[config.mk]
export PLATFORM = sky130hd
export DESIGN_NAME = ixb_top
export DESIGN_NICKNAME = d
export VERILOG_FILES = /design/src/rtl/ixb_pkg.sv /design/src/rtl/ixb_ctrl_reg.sv /design/src/rtl/ixb_ptr.sv /design/src/rtl/ixb_decode.sv /design/src/rtl/ixb_top.sv
export SDC_FILE = /design/constraint.sdc
export NUM_CORES = 1
export LEC_CHECK = 0
export BUFFER_PORTS_ARGS = -buffer_cell sky130_fd_sc_hd__buf_2
export CAP_MARGIN = 20
export CORE_UTILIZATION = 34
export CTS_CLUSTER_SIZE = 40
export DETAILED_ROUTE_END_ITERATION = 8
export GPL_ROUTABILITY_DRIVEN = 0
export PLACE_DENSITY = 0.67
export SETUP_SLACK_MARGIN = 0.15
export SLEW_MARGIN = 10
export SYNTH_ARGS = -nofsm -noshare
export SYNTH_HDL_FRONTEND = slang
export SYNTH_HIERARCHICAL = 1
export SYNTH_SLANG_ARGS = --single-unit
[constraint.sdc]
create_clock -name clk -period 3.8 [get_ports clk]
set_input_delay 0.76 -clock clk [delete_from_list [all_inputs] [get_ports clk]]
set_output_delay 0.76 -clock clk [all_outputs]
set_load 0.05 [all_outputs]
[src/rtl/ixb_pkg.sv]
package ixb_pkg;
  localparam int REG_W = 16;
  localparam int PTR_W = 16;

  typedef enum logic [1:0] {
    FN_ADDR        = 2'b00,
    FN_DATA        = 2'b01,
    FN_DATA_INC_RW = 2'b10,
    FN_DATA_INC_W  = 2'b11
  } fn_e;

  // mode field lives in the top two bits of the control word
  function automatic fn_e fn_of(input logic [REG_W-1:0] ctrl);
    return fn_e'(ctrl[REG_W-1 -: 2]);
  endfunction

  // does this access step the pointer afterwards
  function automatic logic inc_after(input fn_e fn, input logic is_write);
    case (fn)
      FN_DATA_INC_RW: inc_after = 1'b1;
      FN_DATA_INC_W:  inc_after = is_write;
      default:        inc_after = 1'b0;
    endcase
  endfunction

  function automatic logic [PTR_W-1:0] ptr_next(input logic [PTR_W-1:0] p);
    return p + PTR_W'(1);
  endfunction
endpackage

[src/rtl/ixb_ctrl_reg.sv]
module ixb_ctrl_reg
  import ixb_pkg::*;
#(
  parameter int DEV_W  = 5,
  parameter int DEV_ID = 31
) (
  input  logic             clk,
  input  logic             rst,
  input  logic             we,
  input  logic [REG_W-1:0] wdata,
  output logic [REG_W-1:0] q,
  output fn_e              fn,
  output logic             dev_ok
);
  localparam logic [DEV_W-1:0] DEV_MATCH = DEV_W'(DEV_ID);

  always_ff @(posedge clk) begin
    if (rst)     q <= '0;
    else if (we) q <= wdata;
  end

  assign fn     = fn_of(q);
  assign dev_ok = (q[DEV_W-1:0] == DEV_MATCH);


  ctrl_load_chk: assert property (@(posedge clk) disable iff (rst)
    we |=> (q == $past(wdata)));
endmodule

[src/rtl/ixb_ptr.sv]
module ixb_ptr
  import ixb_pkg::*;
(
  input  logic             clk,
  input  logic             rst,
  input  logic             load,
  input  logic [PTR_W-1:0] load_val,
  input  logic             inc,
  output logic [PTR_W-1:0] ptr
);
  always_ff @(posedge clk) begin
    if (rst)       ptr <= '0;
    else if (load) ptr <= load_val;
    else if (inc)  ptr <= ptr_next(ptr);
  end


  ptr_wrap_chk: assert property (@(posedge clk) disable iff (rst)
    (inc && !load && ptr == '1) |=> (ptr == '0));


  ptr_hold_chk: assert property (@(posedge clk) disable iff (rst)
    (!inc && !load) |=> $stable(ptr));
endmodule

[src/rtl/ixb_decode.sv]
module ixb_decode
  import ixb_pkg::*;
#(
  parameter int                DIR_AW    = 5,
  parameter logic [DIR_AW-1:0] CTRL_ADDR = 5'h0D,
  parameter logic [DIR_AW-1:0] WIN_ADDR  = 5'h0E
) (
  input  logic              hv,
  input  logic              hw,
  input  logic [DIR_AW-1:0] haddr,
  input  logic [REG_W-1:0]  ctrl_q,
  input  fn_e               fn,
  input  logic              dev_ok,
  input  logic [PTR_W-1:0]  ptr,
  input  logic [REG_W-1:0]  ext_rdata,
  output logic              ctrl_we,
  output logic              ptr_load,
  output logic              ptr_inc,
  output logic              ext_wr,
  output logic              ext_rd,
  output logic              rd_fire,
  output logic [REG_W-1:0]  rd_val
);
  logic hit_ctrl, hit_win;

  assign hit_ctrl = hv && (haddr == CTRL_ADDR);
  assign hit_win  = hv && (haddr == WIN_ADDR);
  assign rd_fire  = hv && !hw;
  assign ctrl_we  = hit_ctrl && hw;

  always_comb begin
    ptr_load = 1'b0;
    ptr_inc  = 1'b0;
    ext_wr   = 1'b0;
    ext_rd   = 1'b0;
    rd_val   = '0;
    if (hit_ctrl && !hw) rd_val = ctrl_q;
    if (hit_win && dev_ok) begin
      if (fn == FN_ADDR) begin
        ptr_load = hw;
        if (!hw) rd_val = REG_W'(ptr);
      end else begin
        ext_wr  = hw;
        ext_rd  = !hw;
        ptr_inc = inc_after(fn, hw);
        if (!hw) rd_val = ext_rdata;
      end
    end
  end
endmodule

[src/rtl/ixb_top.sv]
module ixb_top
  import ixb_pkg::*;
#(
  parameter int                DIR_AW    = 5,
  parameter logic [DIR_AW-1:0] CTRL_ADDR = 5'h0D,
  parameter logic [DIR_AW-1:0] WIN_ADDR  = 5'h0E,
  parameter int                DEV_W     = 5,
  parameter int                DEV_ID    = 31
) (
  input  logic              clk,
  input  logic              rst,
  input  logic              host_valid,
  input  logic              host_write,
  input  logic [DIR_AW-1:0] host_addr,
  input  logic [REG_W-1:0]  host_wdata,
  output logic [REG_W-1:0]  host_rdata,
  output logic              host_rvalid,
  output logic              ext_wr_en,
  output logic              ext_rd_en,
  output logic [PTR_W-1:0]  ext_addr,
  output logic [REG_W-1:0]  ext_wdata,
  input  logic [REG_W-1:0]  ext_rdata
);
  logic [REG_W-1:0] ctrl_q;
  fn_e              fn;
  logic             dev_ok;
  logic [PTR_W-1:0] ptr;
  logic             ctrl_we, ptr_load, ptr_inc, rd_fire;
  logic [REG_W-1:0] rd_val;

  ixb_ctrl_reg #(.DEV_W(DEV_W), .DEV_ID(DEV_ID)) u_ctrl (
    .clk(clk), .rst(rst), .we(ctrl_we), .wdata(host_wdata),
    .q(ctrl_q), .fn(fn), .dev_ok(dev_ok)
  );

  ixb_ptr u_ptr (
    .clk(clk), .rst(rst), .load(ptr_load), .load_val(PTR_W'(host_wdata)),
    .inc(ptr_inc), .ptr(ptr)
  );

  ixb_decode #(.DIR_AW(DIR_AW), .CTRL_ADDR(CTRL_ADDR), .WIN_ADDR(WIN_ADDR)) u_dec (
    .hv(host_valid), .hw(host_write), .haddr(host_addr), .ctrl_q(ctrl_q),
    .fn(fn), .dev_ok(dev_ok), .ptr(ptr), .ext_rdata(ext_rdata),
    .ctrl_we(ctrl_we), .ptr_load(ptr_load), .ptr_inc(ptr_inc),
    .ext_wr(ext_wr_en), .ext_rd(ext_rd_en), .rd_fire(rd_fire), .rd_val(rd_val)
  );

  assign ext_addr  = ptr;
  assign ext_wdata = host_wdata;

  always_ff @(posedge clk) begin
    if (rst) begin
      host_rdata  <= '0;
      host_rvalid <= 1'b0;
    end else begin
      host_rvalid <= rd_fire;
      if (rd_fire) host_rdata <= rd_val;
    end
  end


  strobe_excl_chk: assert property (@(posedge clk) disable iff (rst)
    $onehot0({ext_wr_en, ext_rd_en}));


  strobe_needs_req_chk: assert property (@(posedge clk) disable iff (rst)
    (ext_wr_en || ext_rd_en) |-> (host_valid && host_addr == WIN_ADDR && fn != FN_ADDR));


  devad_block_chk: assert property (@(posedge clk) disable iff (rst)
    (ext_wr_en || ext_rd_en || ptr_load) |-> dev_ok);


  devad_ptr_hold_chk: assert property (@(posedge clk) disable iff (rst)
    (host_valid && host_addr == WIN_ADDR && !dev_ok) |=> $stable(ptr));
endmodule

# Yosys cells after proc, flatten, opt, wreduce, memory -nomap -nowiden
# Index checks and enable logic that the tools add are counted.
[totals]
elab_cells = 35
inputBits = 41
regBits = 49
output_inout_bits = 51
[op_classes]
add_sub_neg = 1
n_eq_ne = 5
n_reduce_logical = 9
muxes = 16
[op_table]
columns = ["op", "count"]
rows = [
  ["2-to-1 mux 16 bit", 7],
  ["adder 16 x 1 -> 16 bit, second input constant", 1],
  ["== test 5 x 4 -> 1 bit, second input constant", 2],
  ["2-to-1 mux 1 bit", 8],
  ["logical AND 1 bit", 6],
  ["== test 5 bit, second input constant", 1],
  ["== test 2 bit, second input constant", 2],
  ["zero test 2 bit", 1],
  ["one-hot mux 1 bit (2 select lines)", 1],
  ["nonzero test 2 bit", 1],
  ["zero test 1 bit", 1],
]

# Longest topological paths before layout
[logic_depth]
word_depth = 7
depth_mapped = 12
depth_no_buf = 9

# Cells and area by module
# Netlist, hierarchy kept.
[by_module_without_submodules]
columns = ["mod", "n_inst", "seq_area_each_um2", "cells_each", "area_each_um2"]
rows = [
  ["ixb_ptr", 1, 320.3, 112, 984.7],
  ["ixb_top", 1, 340.3, 70, 728.2],
  ["ixb_decode", 1, 0.0, 89, 629.4],
  ["ixb_ctrl_reg", 1, 320.3, 57, 608.1],
]

# Worst setup path before layout
# No wires, ideal clock.
[synth_path]
kind = "input -> output"
startpoint = "input host_addr[0]"
endpoint = "output ext_rd_en"
setup_slack_ns = 0.632
t_arrival_ns = 2.408
n_path_buf = 1
path_stages = 4
required_time_ns = 3.040
path_cell_list = "and3b_1 -> buf_2 -> and2_1 -> nor3b_1"
[synth_between]
elab_chain_len = 4
[synth_rtl]
columns = ["element", "line_no", "rtl"]
rows = [
  ["start: declaration", "ixb_top.sv:14", "input logic [DIR_AW-1:0] host_addr,"],
  ["== test 5 x 4 -> 1 bit", "ixb_decode.sv:27", "assign hit_win = hv && (haddr == WIN_ADDR);"],
  ["logical AND 1 bit", "ixb_decode.sv:27", ""],
  ["logical AND 1 bit", "ixb_decode.sv:38", "if (hit_win && dev_ok) begin"],
  ["2-to-1 mux 1 bit", "ixb_decode.sv:38", ""],
  ["end: declaration", "ixb_top.sv:19", "output logic ext_rd_en,"],
]
# Every way passes these cells.

# Worst setup path after layout
# Same ends and word-level chain as after synthesis.

==> flow_metrics.env <==
export IMPL_crit_fanout=17
export IMPL_setup_viol=0
export IMPL_firstDrtPassIters=4
export IMPL_clk_latency_ns=0.31
export IMPL_seq_area_frac_synth=0.332
export IMPL_cts_sinks=49
export IMPL_numCtsBuffers=5
export IMPL_rsz0062_at_grt="no"
export IMPL_ys_flop_type="dfxtp_1"
export IMPL_maxSlewHeadroom=0.388
export IMPL_fin_crit_ns=2.74
export IMPL_drv_slew=0
export IMPL_drt_iter0_markers=83
export IMPL_slowest_delay_ns=0.30
export IMPL_grt_pass1_vias=2305
export IMPL_grt_overflow=0
export IMPL_grt_max_degree=50
export IMPL_via_per_inst=4.97
export IMPL_fmax_mhz=366
export IMPL_crit_type="primary input to primary output"
export IMPL_avgSynthCellArea_sq_um=8.99
export IMPL_power_density_mw_per_mm2=279
export IMPL_cts_buffer_depth=2
export IMPL_track_usage=0.166
export IMPL_drc=0
export IMPL_wirelength_mm=7.19
export IMPL_start_util=0.355
export IMPL_antenna_left=0
export IMPL_fin_crit_sh=0.720
export IMPL_status="complete, no violations"
export IMPL_grt_first_pass_wirelength_mm=11.6
export IMPL_worst_pin_slew_ns=0.918
export IMPL_synthMostInstantiatedCell="dfxtp_1"
export IMPL_synthCells=328
export IMPL_die_area_sq_mm=0.00905
export IMPL_fp_dieH_microns=95.2
export IMPL_synth_area_sq_mm=0.00295
export IMPL_ys_ff_latch=49
export IMPL_synth_common_cells="dfxtp_1 (49), nor2_1 (40), mux2i_1 (36), a21oi_1 (29)"
export IMPL_antenna_found_initial=0
export IMPL_power_leakage_nw=1.39
export IMPL_dieWidth_microns=95.2
export IMPL_place_port_buffers=91
export IMPL_htree_levels=2
export IMPL_multi_input_area_sq_mm=0.00159
export IMPL_cts_resized=0
export IMPL_synth_cell_types=41
export IMPL_irDropWorstVdd_mv=0.128
export IMPL_ios=92
export IMPL_drive_gt1_frac=0.324
export IMPL_synthesis_nets=370
export IMPL_regArea_sq_um=981
export IMPL_cts_root_buf="clkbuf_8"
export IMPL_cts_tree="built"
export IMPL_cts_hold_fix_buffers=0
export IMPL_critPathSlowestCell="buf_2"
export IMPL_fin_worst_skew_ns=0.0150
export IMPL_critPathBufInv=3
export IMPL_wl_per_cell_microns=14.5
export IMPL_fillers=846
export IMPL_tns_ns=0
export IMPL_diodes=0
export IMPL_yosysWarningCount=6
export IMPL_synth_area_leaders="dfxtp_1 (33%), mux2i_1 (12%), buf_4 (5.1%), nor2_1 (5.1%), a21oi_1 (4.9%)"
export IMPL_hold_viol_final=0
export IMPL_clk_pin_slew_ns=0.10
export IMPL_cts_setup_buffers=0
export IMPL_crit_top_cell="buf_2"
export IMPL_fin_nets=430
export IMPL_max_cap_violations=0
export IMPL_hold_path_class="register to register"
export IMPL_row_count=33
export IMPL_crit_required_ns=3.04
export IMPL_ys_async_sr_fraction=0
export IMPL_final_area_sq_mm=0.00332
export IMPL_synth_top_area_frac=0.332
export IMPL_cp_start_kind="primary input"
export IMPL_cp_arrival_ns=1.98
export IMPL_end_kind="primary output"
export IMPL_holdWs_ns=0.496
export IMPL_power_w=0.000928
export IMPL_timing_critical_path_max_delay_family="simple AND/OR/NAND/NOR gates"
export IMPL_synth_edf_count=0
export IMPL_num_vias=2457
export IMPL_dp_hpwl_mm=5.52
export IMPL_area_growth_pct=12.6
export IMPL_core_area_sq_mm=0.00830
export IMPL_path_cells="buf_2 -> and3b_1 -> buf_4 -> and2_1 -> nor3b_1 -> buf_2"
export IMPL_placed_cell_area_sq_mm=0.00324
export IMPL_synth_top_area_cell="dfxtp_1"
[cell usage in the layout (no fill, tap or decap), types with 5 or more instances in the layout]
master	n
a211oi_1	5
a211oi_2	9
a21oi_1	29
a22oi_1	14
buf_2	91
clkbuf_8	5
dfxtp_1	49
inv_1	13
mux2i_1	36
nand2_1	20
nor2_1	40
o21a_1	12
xnor2_1	5
xor2_1	9
[worst reg2reg max path: stages, from the launching register on]
cell and delay [ns]:
dfxtp_1 0.40, nand3_1 0.09, nor2_1 0.09, and3b_1 0.16, buf_4 0.19, and2_1 0.22, and3_2 0.31, nand4_4 0.26
or3_1 0.40, a21o_1 0.18, a21oi_1 0.12
[kinds of logic after synthesis]
logic type,synth area share
simple gates,0.198
compound gates,0.174
buf+inv,0.128
flops,0.332
mux,0.122
xor+xnor,0.0416
fa+ha+maj,0.00424
[state kept, by name, indices dropped and copies added (netlist names)]
name,flops
host_rdata,16
host_rvalid,1
u_ctrl/q,16
u_ptr/ptr,16
[path summary, 6_finish.rpt]
kind / slack (ns) / start / endpoint / cells past startpoint
worst max-delay path: 1.06 / host_addr[0] / ext_rd_en / 6
worst min-delay path: 0.50 / host_rdata[8]$_SDFFE_PP0P_ / host_rdata[8]$_SDFFE_PP0P_ / 2
worst max register to register: 1.32 / u_ctrl/q[2]$_SDFFE_PP0P_ / u_ptr/ptr[5]$_SDFFE_PP0P_ / 10
worst min register to register: 0.50 / host_rdata[8]$_SDFFE_PP0P_ / host_rdata[8]$_SDFFE_PP0P_ / 2
[area by class of cell]
class | instances | share of cell area
multi-input cells | 224 | 0.479
flip-flops and latches | 49 | 0.295
repair buffers | 95 | 0.146
well taps | 105 | 0.0395
clock buffers | 7 | 0.0230
inverters | 13 | 0.0147
clock inverters | 1 | 0.00226
[routing by layer]
layer,part of all wire,GRT usage,up-vias,wire [microns]
met5,0,0,-,0
met4,0.021,0.0568,0,148
met2,0.42,0.245,77,3040
met3,0.057,0.0359,13,408
li1,-,-,1242,-
met1,0.50,0.237,1125,3590
[report_power, final]
part / switching (W) / internal [W]
combinational: 0.0000744 / 0.0000317
clock: 0.000177 / 0.000131
sequential: 0.000000867 / 0.000514
total: 0.000252 / 0.000677
[through the flow]
stage               utilization  setup slack [ns]  instances
finish                    0.400              1.06        494
global placement          0.390              1.07        486
detailed placement        0.390             0.998        486
global route              0.400             0.917        494
CTS                       0.400              1.07        494
floorplan                     -             0.632        328
No activity file was read; power rests on OpenSTA's default activity.
